$ cat src/rtl/nl_gate_pkg.sv
package nl_gate_pkg;

  typedef enum logic [1:0] {
    THR_OFF    = 2'd0,
    THR_COARSE = 2'd1,
    THR_MID    = 2'd2,
    THR_FINE   = 2'd3
  } thr_code_e;

  localparam int unsigned NUM_CODES = 4;

  // Threshold as an integer fraction of full scale, rounded down.
  function automatic longint unsigned creep_level(input longint unsigned fs,
                                                  input int unsigned code);
    longint unsigned lvl;
    case (code)
      1:       lvl = (fs * 64'd3) / 64'd10000;
      2:       lvl = (fs * 64'd3) / 64'd20000;
      3:       lvl = (fs * 64'd3) / 64'd40000;
      default: lvl = 64'd0;
    endcase
    return lvl;
  endfunction

endpackage

$ cat src/rtl/nl_thresh_table.sv
module nl_thresh_table
  import nl_gate_pkg::*;
#(
  parameter int unsigned     DATA_W     = 24,
  parameter longint unsigned FULL_SCALE = 64'd16777215
) (
  input  thr_code_e          code,
  output logic [DATA_W-1:0]  level,
  output logic               active
);

  logic [DATA_W-1:0] table_q [NUM_CODES];

  for (genvar g = 0; g < NUM_CODES; g++) begin : g_lvl
    localparam longint unsigned LVL = creep_level(FULL_SCALE, g);
    assign table_q[g] = DATA_W'(LVL);
  end

  always_comb begin
    level  = table_q[code];
    active = (code != THR_OFF);
  end

endmodule

$ cat src/rtl/nl_gate_stage.sv
module nl_gate_stage #(
  parameter int unsigned DATA_W = 24
) (
  input  logic              clk,
  input  logic              rst_n,
  input  logic              in_valid,
  output logic              in_ready,
  input  logic [DATA_W-1:0] mag,
  input  logic [DATA_W-1:0] level,
  input  logic              active,
  output logic              out_valid,
  input  logic              out_ready,
  output logic [DATA_W-1:0] out_data,
  output logic              suppress_evt
);

  logic              take;
  logic              below;
  logic              vld_q;
  logic [DATA_W-1:0] dat_q;

  always_comb begin
    in_ready     = !vld_q || out_ready;
    take         = in_valid && in_ready;
    below        = active && (mag < level);
    suppress_evt = take && below;
  end

  always_ff @(posedge clk) begin
    if (!rst_n) begin
      vld_q <= 1'b0;
      dat_q <= '0;
    end else if (take) begin
      vld_q <= 1'b1;
      dat_q <= below ? '0 : mag;
    end else if (out_ready) begin
      vld_q <= 1'b0;
    end
  end

  assign out_valid = vld_q;
  assign out_data  = dat_q;

endmodule

$ cat src/rtl/nl_noload_status.sv
module nl_noload_status (
  input  logic clk,
  input  logic rst_n,
  input  logic set_i,
  input  logic clr_i,
  input  logic en_i,
  output logic flag_o,
  output logic irq_o
);

  logic flag_q;

  always_ff @(posedge clk) begin
    if (!rst_n)      flag_q <= 1'b0;
    else if (set_i)  flag_q <= 1'b1;
    else if (clr_i)  flag_q <= 1'b0;
  end

  assign flag_o = flag_q;
  assign irq_o  = flag_q && en_i;

endmodule

$ cat src/rtl/nl_creep_gate.sv
module nl_creep_gate
  import nl_gate_pkg::*;
#(
  parameter int unsigned     DATA_W     = 24,
  parameter longint unsigned FULL_SCALE = 64'd16777215
) (
  input  logic              clk,
  input  logic              rst_n,
  input  logic              in_valid,
  output logic              in_ready,
  input  logic [DATA_W-1:0] in_va,
  input  logic [DATA_W-1:0] in_irms,
  input  logic              src_irms,
  input  logic [1:0]        thr_mode,
  output logic              out_valid,
  input  logic              out_ready,
  output logic [DATA_W-1:0] out_data,
  output logic              noload_flag,
  input  logic              noload_en,
  input  logic              noload_clr,
  output logic              noload_irq
);

  logic [DATA_W-1:0] sel_mag;
  logic [DATA_W-1:0] level;
  logic              active;
  logic              suppress_evt;
  thr_code_e         code;

  assign code    = thr_code_e'(thr_mode);
  assign sel_mag = src_irms ? in_irms : in_va;

  nl_thresh_table #(
    .DATA_W    (DATA_W),
    .FULL_SCALE(FULL_SCALE)
  ) thr_i (
    .code  (code),
    .level (level),
    .active(active)
  );

  nl_gate_stage #(
    .DATA_W(DATA_W)
  ) stage_i (
    .clk         (clk),
    .rst_n       (rst_n),
    .in_valid    (in_valid),
    .in_ready    (in_ready),
    .mag         (sel_mag),
    .level       (level),
    .active      (active),
    .out_valid   (out_valid),
    .out_ready   (out_ready),
    .out_data    (out_data),
    .suppress_evt(suppress_evt)
  );

  nl_noload_status status_i (
    .clk   (clk),
    .rst_n (rst_n),
    .set_i (suppress_evt),
    .clr_i (noload_clr),
    .en_i  (noload_en),
    .flag_o(noload_flag),
    .irq_o (noload_irq)
  );

endmodule

$ cat config.mk
export PLATFORM = sky130hd
export DESIGN_NAME = nl_creep_gate
export DESIGN_NICKNAME = d
export VERILOG_FILES = /design/src/rtl/nl_gate_pkg.sv /design/src/rtl/nl_thresh_table.sv /design/src/rtl/nl_gate_stage.sv /design/src/rtl/nl_noload_status.sv /design/src/rtl/nl_creep_gate.sv
export SDC_FILE = /design/constraint.sdc
export NUM_CORES = 1
export LEC_CHECK = 0
export ABC_CLOCK_PERIOD_IN_PS = 2900
export BUFFER_PORTS_ARGS = -buffer_cell sky130_fd_sc_hd__buf_4
export CORE_MARGIN = 1
export CORE_UTILIZATION = 45
export CTS_BUF_LIST = sky130_fd_sc_hd__clkbuf_16
export DETAILED_ROUTE_END_ITERATION = 10
export GPL_TIMING_DRIVEN = 0
export HOLD_SLACK_MARGIN = 0.1
export PLACE_DENSITY = 0.78
export SYNTH_ARGS = -nofsm -noshare
export SYNTH_HDL_FRONTEND = slang
export SYNTH_SLANG_ARGS = --single-unit
$ cat constraint.sdc
create_clock -name clk -period 2.9 [get_ports clk]
set_input_delay 0.145 -clock clk [delete_from_list [all_inputs] [get_ports clk]]
set_output_delay 0.145 -clock clk [all_outputs]
set_load 0.1 [all_outputs]
**Word level (Yosys, flattened, before mapping)**

Index checks and enable logic that the tools add are counted.
W data, S select, Z words.

- Register bits: 26
- Output and inout port bits: 28
- Input bits: 57
- Logic and storage cells: 24

- Reduce and logical (&&, ||, !) cells: 9
- Magnitude comparators: 2
- Bitwise gates (word level): 1
- Multiplexer cells: 9

Operators with widths:

| operator | number |
|---|---|
| $mux W24 | 4 |
| $bmux W24 S2 | 1 |
| $lt A24 B24 Y1 | 1 |
| $reduce_bool A2 Y1 | 3 |
| $logic_and A1 B1 Y1 | 4 |
| $mux W1 | 4 |
| $ge A3 B3 Y1 const B | 1 |
| $not A2 Y3 | 1 |
| $logic_not A1 Y1 | 1 |
| $logic_or A1 B1 Y1 | 1 |

**Longest topological paths before layout**

Gate-level depths: netlist (run 1).

- Depth in word-level cells: 8
- Depth in mapped cells: 11
- Gate-level depth less buffers: 10

**By module**

A second synthesis (run 1) with hierarchy kept.

- Cell total of the unflattened synthesis: 253
- Area total of the unflattened synthesis: 2,406.1 um^2

By module, submodules not included:

| module | times used | seq. area each (um^2) | cells each | area an instance (um^2) |
|---|---|---|---|---|
| nl_gate_stage | 1 | 500.5 | 194 | 1,745.4 |
| nl_creep_gate | 1 | 0.0 | 27 | 396.6 |
| nl_thresh_table | 1 | 0.0 | 28 | 215.2 |
| nl_noload_status | 1 | 20.0 | 4 | 48.8 |

**Worst setup path after synthesis (run 1)**

Ideal clock, no wire load.

- Kind: register to register
- Start point: register stage_i.vld_q (netlist: stage_i.out_valid)
- End point: register stage_i.dat_q[0] (netlist: stage_i.out_data[0])
- Buffers on the path: 3
- Setup slack: -0.152 ns
- Setup time: 0.074 ns
- Period minus slack after synthesis: 3.052 ns
- Data required time: 2.826 ns
- Stages on the path, launching flop included: 7
- Data arrival time: 2.978 ns
- Cell sequence: dfxtp_1 nand2b_1 and2_1 clkbuf_1 clkbuf_1 clkbuf_1 o22ai_2

- Longest elaborated chain between the ends: 3

RTL lines:

| what | line | RTL |
|---|---|---|
| start: declaration | nl_gate_stage.sv:19 | `logic vld_q;` |
| start signal: assignment | nl_gate_stage.sv:31 | `vld_q <= 1'b0;` |
| start signal: assignment | nl_gate_stage.sv:34 | `vld_q <= 1'b1;` |
| start signal: assignment | nl_gate_stage.sv:37 | `vld_q <= 1'b0;` |
| $logic_not A1 Y1 | nl_gate_stage.sv:23 | `in_ready = !vld_q \|\| out_ready;` |
| $logic_or A1 B1 Y1 | nl_gate_stage.sv:23 |  |
| via in_ready | nl_creep_gate.sv:10 | `output logic in_ready,` |
| $logic_and A1 B1 Y1 | nl_gate_stage.sv:24 | `take = in_valid && in_ready;` |
| end signal: assignment | nl_gate_stage.sv:35 | `dat_q <= below ? '0 : mag;` |
| end: declaration | nl_gate_stage.sv:20 | `logic [DATA_W-1:0] dat_q;` |

The timed path passes the listed nets, and every way through them passes these cells.
A chain may end at the register's enable or synchronous reset.

**Final worst setup path (run 1)**

- Start point: input port src_irms
- End point: register stage_i.dat_q[7] (netlist: stage_i.out_data[7])

- Longest elaborated chain between the ends: 4

RTL lines:

| what | line | RTL |
|---|---|---|
| start: declaration | nl_creep_gate.sv:13 | `input logic src_irms,` |
| $mux W24 (*) | nl_creep_gate.sv:31 | `assign sel_mag = src_irms ? in_irms : in_va;` |
| $lt A24 B24 Y1 | nl_gate_stage.sv:25 | `below = active && (mag < level);` |
| $logic_and A1 B1 Y1 | nl_gate_stage.sv:25 |  |
| $mux W24 (*) | nl_gate_stage.sv:35 |  |

Every way passes the cells marked *; elsewhere a longest branch is shown, timed or not.

==> results of run 1 <==
==> worst max-delay path by stage <==
stage                            startpoint                  end
after CTS                          src_irms  stage_i.out_data[7]
after floorplan           stage_i.out_valid  stage_i.out_data[0]
final                              src_irms  stage_i.out_data[7]
after detailed placement           src_irms  stage_i.out_data[7]
after global routing               src_irms  stage_i.out_data[0]
after global placement             src_irms  stage_i.out_data[4]
==> power groups by stage <==
stage / Sequential (mW) / Clock [mW] / Combinational, mW
floorplan: 0.590 / 0 / 0.141
global placement: 0.404 / 0 / 0.462
detailed placement: 0.405 / 0 / 0.468
CTS: 0.397 / 0.404 / 0.469
global route: 0.400 / 0.416 / 0.495
finish: 0.397 / 0.406 / 0.467
==> what timing repair did <==
action | CTS | global route
setup endpoints to repair | 0 | 10
hold endpoints to repair | 0 | 0
hold buffers | 0 | 0
gates resized for setup | 0 | 0
==> cells in the mapped netlist (all sizes together) <==
master and n:
xnor2 1, a221oi 1, a21o 1, a31oi 1
nor2 3, ha 16, dfxtp 26, nand2b 2
or4 1, or4b 1, nor3 2, o31ai 1
o21ai 3, mux2i 14, a211oi 2, and3b 1
a2111oi 1, a21oi 1, and3 1, nand3b 3
a31o 1, o22ai 13, nand3 13, a21boi 1
mux2 10, nor4 3, nand2 28, inv 6
o211a 11, or3 1, and2 2, nor4b 3
o22a 1, buf 6, clkbuf 8
==> worst register-to-register path: stages (launching register included) <==
cell and delay (ns):
dfxtp_1 0.33, nand2b_2 0.08, and2_1 0.12, clkbuf_1 0.16, clkbuf_1 0.41, clkbuf_1 0.58
o22ai_2 0.17
==> logic make-up (layout without fill, tap and decap cells) <==
family          count (synthesis)  after routing  share of synthesized area [%]
mux                            24             24                          14.22
simple gates                   64             64                          18.16
fa+ha+maj                      16             16                          11.26
xor+xnor                        1              1                         0.4927
compound gates                 38             38                          21.82
buf+inv                        20            107                          4.785
flops                          26             26                          29.28
==> final cells by class <==
type / instances / area share, %
inverter: 6 / 0.8755
timing repair buffer: 84 / 24.51
sequential: 26 / 20.23
tap: 48 / 2.335
clock buffer: 3 / 2.918
clock inverter: 1 / 1.167
multi-input combinational: 143 / 45.67
buffer: 13 / 2.286
==> metal layers <==
layer  global-route usage [%]  vias up  share of wire (%)
li1                         -      871                  -
met1                    32.12      819                 46
met2                    39.71       51                 49
met3                    3.345        6                3.8
met4                    4.722        0               0.97
met5                        0        -                  0
==> flip-flops by register name (all words and copies together), names as in the netlist <==
register           count
stage_i.out_data      24
stage_i.out_valid      1
status_i.flag_o        1
==> through the flow <==
stage	instance area (um2)	hold WS, ns
floorplan	1780	0.2840
detailed placement	2471	0.4249
CTS	2576	0.1446
global placement	2471	0.4110
global route	2572	0.1754
finish	2572	0.1430
==> results.py, run 1 <==
metrics = {
    "outcome": {
        "status": "complete, no violations",
    },
    "sta": {
        "fin_ws_ns": 0.4542,
        "worstMarginPinSlew_ns": 0.6716,
        "slew_violations": 0,
        "setup_viol": 0,
        "slew_headroom_pct": 55.22,
        "fin_skew_ns": 0.003885,
        "hold_viol": 0,
        "tns_ns": 0,
        "timing.fmax_mhz": 408.9,
        "rsz0062_at_grt": "false",
        "min_period_over_period_pct": 84.34,
        "min_period_ns": 2.446,
    },
    "logic_synthesis": {
        "yosysTopAreaCell": "dfxtp_1",
        "syn_nets": 262,
        "synth.avg_cell_area_um2": 9.407,
        "yosysSeqAreaShare_pct": 29.28,
        "ys_top_cells_by_area": "dfxtp_1 29%, ha_1 11%, mux2i_1 7.9%",
        "yosysWarnings": 0,
        "yosysUniqueCellTypes": 41,
        "syn_inst": 189,
        "syn_area_mm2": 0.001778,
        "synth_seq_cells": 26,
        "synth_top_area_share_pct": 29.28,
    },
    "worst_hold_path": {
        "min_to": "stage_i.out_valid",
        "timing.hold.worst.class": "primary input to register",
        "min_from": "in_valid",
        "hold_depth": 3,
    },
    "routing": {
        "wl_um": 4765,
        "first_pass_iters": 4,
        "drc": 0,
        "wl_per_cell_um": 14.71,
        "via_per_inst": 5.392,
        "vias": 1747,
        "drt-initial-drc-count": 92,
        "ant_nets": 0,
    },
    "setup_path": {
        "rr_endpoint": "stage_i.out_data[7]",
        "cp_slowest_cell": "mux2_2",
        "cp.required_ns": 3.03,
        "cp-end-kind": "register",
        "crit_type": "primary input to register",
        "ff2ff_path_depth": 6,
        "critical_path.max_fanout": 19,
        "critical-path-top-delay-family": "compound AO/OA/AOI/OAI gates",
        "max_stage_delay_ns": 0.41,
        "ff2ff_setup_slack_ns": 0.92,
        "crit_buf_inv": 3,
        "start_kind": "primary input",
        "worstPathArrival_ns": 2.58,
        "cp_cell_sequence": "buf_4, buf_2, mux2_2, ha_1, a21o_1, a221oi_1, o21ai_1, a211oi_4, buf_6, o22ai_2",
        "r2r-start": "stage_i.out_valid",
        "cp.depth": 10,
    },
    "placement": {
        "dp_worst_setup_slack_ns": -0.2050,
        "dp_cells": 321,
        "dp_hpwl_um": 3843,
        "portBuffers": 84,
        "routabilityCongestion": 0.9223,
    },
    "die": {
        "boundaryPins": 85,
        "dieArea_mm2": 0.004206,
        "die_y_um": 64.86,
        "fp-row-count": 22,
        "die_width_um": 64.86,
        "coreArea_mm2": 0.003716,
        "initial_utilization_pct": 47.85,
    },
    "final_layout": {
        "synthToLayoutAreaGrowth_pct": 44.69,
        "final_cell_mix": "84 x buf_4, 28 x nand2_1, 26 x dfxtp_1, 16 x ha_1, 14 x mux2i_1",
        "finalNonFillerCells": 324,
        "drive_above_1_share_pct": 41.67,
        "fin_nets": 350,
        "num-fill-cells": 324,
        "layout_commonest_cell": "buf_4",
        "n_antenna_cell": 0,
        "register_area_um2": 520.5,
        "post-route-util_pct": 69.23,
        "multi_input_area_mm2": 0.001175,
    },
    "clock_tree": {
        "clk_pin_slew_worst_paths_ns": 0.07,
        "cts_tree": "done",
        "cts-root-buf": "clkbuf_16",
        "postCtsSetupBuffers": 0,
        "clk_path_buf_depth": 2,
        "cts-buffers-inserted": 3,
        "clk_latency_ns": 0.26,
        "cts_sinks": 26,
        "htree_num_levels": 1,
    },
    "power": {
        "leakage_nw": 1.271,
        "p_comb_share_pct": 36.8,
        "power_frac_seq_pct": 31.3,
        "pwr-share-clk_pct": 31.9,
        "p_per_area_mw_per_mm2": 493.7,
        "p_int_mw": 0.8111,
        "ir_drop_uv": 287.2,
        "p_sw_mw": 0.4588,
        "swShare_pct": 36.13,
        "totalPowerFinal_mw": 1.270,
    },
    "global_routing": {
        "grt_pass1_vias": 1670,
        "antenna_found_initial": 0,
        "overflow": 0,
        "track_usage_pct": 23.72,
        "grt_pass1_wl_um": 7810,
        "grt_max_degree": 16,
    },
    "run": {
        "timing.max_cap.violations": 0,
    },
}
Power figures use the tool's default switching activity.
==> inputs of run 2 (changes only) <==
--- a/config.mk
+++ b/config.mk
@@ -5,15 +5,15 @@
 export SDC_FILE = /design/constraint.sdc
 export NUM_CORES = 1
 export LEC_CHECK = 0
-export ABC_CLOCK_PERIOD_IN_PS = 2900
+export ABC_CLOCK_PERIOD_IN_PS = 2150
 export BUFFER_PORTS_ARGS = -buffer_cell sky130_fd_sc_hd__buf_4
 export CORE_MARGIN = 1
-export CORE_UTILIZATION = 45
+export CORE_UTILIZATION = 42
 export CTS_BUF_LIST = sky130_fd_sc_hd__clkbuf_16
 export DETAILED_ROUTE_END_ITERATION = 10
 export GPL_TIMING_DRIVEN = 0
 export HOLD_SLACK_MARGIN = 0.1
-export PLACE_DENSITY = 0.78
+export PLACE_DENSITY = 0.77
 export SYNTH_ARGS = -nofsm -noshare
 export SYNTH_HDL_FRONTEND = slang
 export SYNTH_SLANG_ARGS = --single-unit
==> constraint.sdc (replaced) <==
create_clock -name clk -period 2.15 [get_ports clk]
set_input_delay 0.1075 -clock clk [delete_from_list [all_inputs] [get_ports clk]]
set_output_delay 0.1075 -clock clk [all_outputs]
set_load 0.1 [all_outputs]
==> run 2 against run 1 <==
  * Sequential power is 35% higher
  * Register-to-register slack worse by 0.70 ns
  * Critical path type unchanged
  * Largest cell class unchanged
  * Sequential share of layout area down 0.69 points
  * Worst hold slack worse by 0.040 ns
==> results.py, run 2 (synthesis results as in run 1) <==
metrics = {
    "clock_tree": {
        "clk_pin_slew_worst_paths_ns": 0.07,
        "cts-buffers-inserted": 3,
        "cts_tree": "done",
        "cts-root-buf": "clkbuf_16",
        "htree_num_levels": 1,
        "clk_path_buf_depth": 2,
        "clk_latency_ns": 0.26,
        "cts_sinks": 26,
        "cts_hold_buf": 0,
    },
    "setup_path": {
        "cp-end-kind": "register",
        "cp.depth": 11,
        "ff2ff_setup_slack_ns": 0.22,
        "ff2ff_path_depth": 6,
        "cp_slowest_cell": "mux2_2",
        "start_kind": "primary input",
        "worstPathArrival_ns": 2.23,
        "critical-path-top-delay-family": "compound AO/OA/AOI/OAI gates",
        "r2r-start": "stage_i.out_valid",
        "crit_buf_inv": 3,
        "endpoint": "stage_i.out_data[5]",
        "max_stage_delay_ns": 0.38,
        "critical_path.max_fanout": 19,
        "crit_type": "primary input to register",
        "cp_cell_sequence": "buf_4, buf_12, mux2_2, ha_1, nand2_1, nor3_1, a211oi_2, o21ai_2, a211oi_4, buf_6, o22ai_2",
        "cp-startpoint": "src_irms",
        "rr_endpoint": "stage_i.out_data[5]",
        "cp.required_ns": 2.28,
    },
    "power": {
        "p_sw_mw": 0.6256,
        "p_int_mw": 1.109,
        "pwr-share-clk_pct": 31.3,
        "leakage_nw": 1.312,
        "power_frac_seq_pct": 30.9,
        "ir_drop_uv": 381.5,
        "swShare_pct": 36.06,
        "p_comb_share_pct": 37.8,
        "p_per_area_mw_per_mm2": 649.8,
    },
    "sta": {
        "fin_skew_ns": 0.003614,
        "hold_viol": 0,
        "min_period_over_period_pct": 97.78,
        "min_period_ns": 2.102,
        "slew_violations": 0,
        "slew_headroom_pct": 56.52,
        "fin_ws_ns": 0.04782,
        "timing.fmax_mhz": 475.7,
        "worstMarginPinSlew_ns": 0.6522,
        "setup_viol": 0,
        "rsz0062_at_grt": "false",
    },
    "global_routing": {
        "grt_pass1_wl_um": 7783,
        "track_usage_pct": 23.48,
        "overflow": 0,
        "grt_max_degree": 20,
        "grt_pass1_vias": 1619,
        "antenna_found_initial": 0,
    },
    "final_layout": {
        "n_antenna_cell": 0,
        "post-route-util_pct": 66.27,
        "fin_nets": 352,
        "num-fill-cells": 375,
        "multi_input_area_mm2": 0.001231,
        "drive_above_1_share_pct": 44.24,
        "layout_commonest_cell": "buf_4",
        "largest_reg_flops": 24,
        "synthToLayoutAreaGrowth_pct": 50.18,
        "final_cell_mix": "84 x buf_4, 28 x nand2_1, 25 x dfxtp_1, 14 x mux2i_1, 14 x ha_1",
        "register_area_um2": 521.8,
    },
    "outcome": {
        "status": "complete, no violations",
    },
    "placement": {
        "dp_hpwl_um": 3914,
        "dp_worst_setup_slack_ns": -0.3767,
        "portBuffers": 84,
        "routabilityCongestion": 0.8460,
    },
    "routing": {
        "vias": 1785,
        "ant_nets": 0,
        "drt-initial-drc-count": 109,
        "wl_um": 5017,
        "wl_per_cell_um": 15.30,
        "via_per_inst": 5.442,
        "first_pass_iters": 4,
        "drc": 0,
    },
    "die": {
        "dieArea_mm2": 0.004498,
        "die_y_um": 67.07,
        "boundaryPins": 85,
        "die_width_um": 67.07,
        "initial_utilization_pct": 44.13,
        "coreArea_mm2": 0.004029,
        "fp-row-count": 23,
    },
    "run": {
        "timing.max_cap.violations": 0,
    },
    "worst_hold_path": {
        "timing.hold.worst.class": "primary input to register",
    },
}
-- run 2: changes by cell type in the layout (fill, tap and decap cells not counted), sizes merged --
| cell | previous run | this run |
|---|---|---|
| buf | 89 | 91 |
-- run 2: cell type report --
type,count,area share [%]
buffer,13,2.765
clock buffer,3,2.812
clock inverter,1,1.125
inverter,6,0.8435
multi-input combinational,143,46.11
sequential,26,19.54
tap,50,2.343
timing repair buffer,86,24.46
-- run 2: how the worst min path moves through the flow --
stage | start | to | slack (ns) | depth (start not counted)
floorplan | in_valid | stage_i.out_valid | 0.24 | 2
global placement | in_valid | stage_i.out_valid | 0.36 | 3
detailed placement | in_valid | stage_i.out_valid | 0.37 | 3
CTS | in_valid | stage_i.out_valid | 0.11 | 3
global route | in_valid | stage_i.out_valid | 0.11 | 3
finish | in_valid | stage_i.out_valid | 0.10 | 3
-- run 2: per-layer routing --
layer | global-route usage, % | wire, um
met1 | 29.01 | 2217
met2 | 39.38 | 2461
met4 | 10.11 | 137
met3 | 3.938 | 200
met5 | 0 | 0
-- run 2: power by group through the flow --
stage,registers (mW),logic (mW),clock network (mW)
after floorplan,0.797,0.205,0
after global placement,0.546,0.640,0
after detailed placement,0.547,0.648,0
after CTS,0.536,0.650,0.541
after global routing,0.540,0.694,0.567
final,0.536,0.656,0.542
-- run 2: tightest hold or removal path, delay by kind of cell --
family          cells  cell delay (ns)
buf+inv             2             0.15
compound gates      1             0.07
-- run 2: timing repair --
item	CTS	global route
setup buffers	1	0
cloned	1	0
setup endpoints to repair	10	14
pin swaps	1	1
resized for setup	4	3
-- run 2: per-stage QoR --
stage	hold WS [ns]	TNS [ns]	std cells	area [um2]	total power, mW
after floorplan	0.2390	0	189	1843	1.002
after global placement	0.3638	-4.262	323	2536	1.186
after detailed placement	0.3743	-4.387	323	2536	1.195
after CTS	0.1058	0	328	2658	1.728
after global routing	0.1102	0	328	2670	1.801
final	0.1034	0	328	2670	1.735
==> inputs of run 3 (changes only) <==
--- a/config.mk
+++ b/config.mk
@@ -7,7 +7,7 @@
 export LEC_CHECK = 0
 export ABC_CLOCK_PERIOD_IN_PS = 2150
 export BUFFER_PORTS_ARGS = -buffer_cell sky130_fd_sc_hd__buf_4
-export CORE_MARGIN = 1
+export CORE_MARGIN = 2
 export CORE_UTILIZATION = 42
 export CTS_BUF_LIST = sky130_fd_sc_hd__clkbuf_16
 export DETAILED_ROUTE_END_ITERATION = 10
==> run 3 against run 2 <==
  * Cell area rose by 0.56%
  * Clock skew decreased by 0.0020 ns
  * Power down 6.4%
  * Via count is 0.62% higher
  * Critical endpoint is now stage_i.out_data[11]
  * Largest power group unchanged
==> results.py, run 3 (synthesis results as in run 1) <==
metrics = {
    "global_routing": {
        "grt_pass1_vias": 1753,
        "grt_pass1_wl_um": 8583,
        "grt_max_degree": 15,
        "antenna_found_initial": 0,
        "track_usage_pct": 21.69,
        "overflow": 0,
    },
    "sta": {
        "slew_headroom_pct": 54.14,
        "min_period_ns": 2.081,
        "fin_skew_ns": 0.001599,
        "tns_ns": 0,
        "slew_violations": 0,
        "worstMarginPinSlew_ns": 0.6879,
        "hold_slack_ns": 0.1007,
        "setup_viol": 0,
        "fin_ws_ns": 0.06924,
        "min_period_over_period_pct": 96.78,
        "hold_viol": 0,
        "timing.fmax_mhz": 480.6,
    },
    "final_layout": {
        "layout_commonest_cell": "buf_4",
        "post-route-util_pct": 66.65,
        "n_antenna_cell": 0,
        "drive_above_1_share_pct": 46.04,
        "fin_nets": 352,
        "finalNonFillerCells": 328,
        "largest_reg_flops": 24,
        "synthToLayoutAreaGrowth_pct": 51.02,
        "final_cell_mix": "84 x buf_4, 27 x nand2_1, 25 x dfxtp_1, 14 x mux2i_1, 13 x nand3_1",
    },
    "die": {
        "die_y_um": 69.07,
        "die_width_um": 69.07,
        "dieArea_mm2": 0.004770,
        "initial_utilization_pct": 44.13,
        "fp-row-count": 23,
        "boundaryPins": 85,
        "coreArea_mm2": 0.004029,
    },
    "run": {
        "timing.max_cap.violations": 0,
    },
    "worst_hold_path": {
        "min_from": "in_valid",
        "timing.hold.worst.class": "primary input to register",
        "hold_depth": 3,
        "min_to": "stage_i.out_valid",
    },
    "clock_tree": {
        "htree_num_levels": 1,
        "clk_latency_ns": 0.26,
        "clk_pin_slew_worst_paths_ns": 0.06,
        "cts-buffers-inserted": 3,
        "cts_hold_buf": 0,
        "cts-root-buf": "clkbuf_16",
        "clk_path_buf_depth": 2,
        "cts_sinks": 26,
        "cts_tree": "done",
    },
    "power": {
        "ir_drop_uv": 328.4,
        "leakage_nw": 1.300,
        "p_per_area_mw_per_mm2": 604.7,
    },
    "routing": {
        "first_pass_iters": 4,
        "drt-initial-drc-count": 119,
        "wl_per_cell_um": 16.34,
        "ant_nets": 0,
        "drc": 0,
        "wl_um": 5360,
        "via_per_inst": 5.476,
        "vias": 1796,
    },
    "setup_path": {
        "cp-end-kind": "register",
        "crit_type": "primary input to register",
        "ff2ff_path_depth": 6,
        "cp.required_ns": 2.27,
        "timing.critical_path.mode_cell": "ha_1",
        "ff2ff_setup_slack_ns": 0.18,
        "start_kind": "primary input",
        "r2r-start": "stage_i.out_valid",
        "cp_cell_sequence": "buf_4, clkinvlp_4, ha_1, inv_2, ha_1, o21ai_1, nand2b_1, a221oi_2, o21ai_2, a211oi_4, buf_6, o22ai_2",
        "critical_path.max_fanout": 5,
        "rr_endpoint": "stage_i.out_data[11]",
        "max_stage_delay_ns": 0.34,
        "cp_slowest_cell": "a211oi_4",
        "worstPathArrival_ns": 2.20,
    },
    "placement": {
        "routabilityCongestion": 0.8639,
        "portBuffers": 84,
        "dp_worst_setup_slack_ns": -0.3337,
        "dp_cells": 323,
        "dp_hpwl_um": 4134,
    },
    "outcome": {
        "status": "complete, no violations",
    },
}
[run 3: cell types whose count changed in the layout (fill, tap and decap cells not counted), sizes merged]
cell,change
clkinvlp,+1
clkinv,+1
inv,-1
bufinv,-1
[run 3: timing repair]
action	in CTS	in global routing
gates resized for setup	6	10
endpoints found under the setup margin	10	14
buffers inserted	1	0
pin swaps	2	6
gates cloned	1	0
[run 3: critical path, delay by kind of cell]
family	cells	cell delay, ns
buffers and inverters	4	0.60
adder cells (fa/ha/maj)	2	0.50
AND/OR/NAND/NOR	1	0.10
AO/OA/AOI/OAI	5	0.88
[run 3: worst max-delay path by stage]
stage	startpoint	to	depth (start not counted)
6_report	thr_mode[0]	stage_i.out_data[11]	12
3_3_place_gp	src_irms	stage_i.out_data[0]	12
2_1_floorplan	stage_i.out_valid	stage_i.out_data[0]	6
5_1_grt	thr_mode[0]	stage_i.out_data[8]	12
3_5_place_dp	src_irms	stage_i.out_data[11]	12
4_1_cts	src_irms	stage_i.out_data[11]	12
[run 3: stage by stage]
step                area (um2)  total power, mW
global placement          2536            1.187
detailed placement        2536            1.198
finish                    2685            1.624
CTS                       2650            1.604
floorplan                 1843            1.002
global route              2685            1.688
[run 3: layout make-up]
class	instances	area [um2]
sequential	26	521.8
inverter	6	26.28
buffer	13	73.82
timing repair buffer	86	653.1
multi-input combinational	143	1269
clock inverter	1	3.754
clock buffer	3	75.07
fill	347	1344
tap	50	62.56
[run 3: power by group]
part / switching, mW / total (mW) / internal, mW
logic: 0.447 / 0.677 / 0.230
registers: 0.0190 / 0.536 / 0.517
clock network: 0.162 / 0.410 / 0.249
[run 3: layer usage]
metal,wire (um),track usage [%]
met3,261,2.193
met2,2758,37.82
met5,0,0
met4,91,5.882
met1,2249,28.37
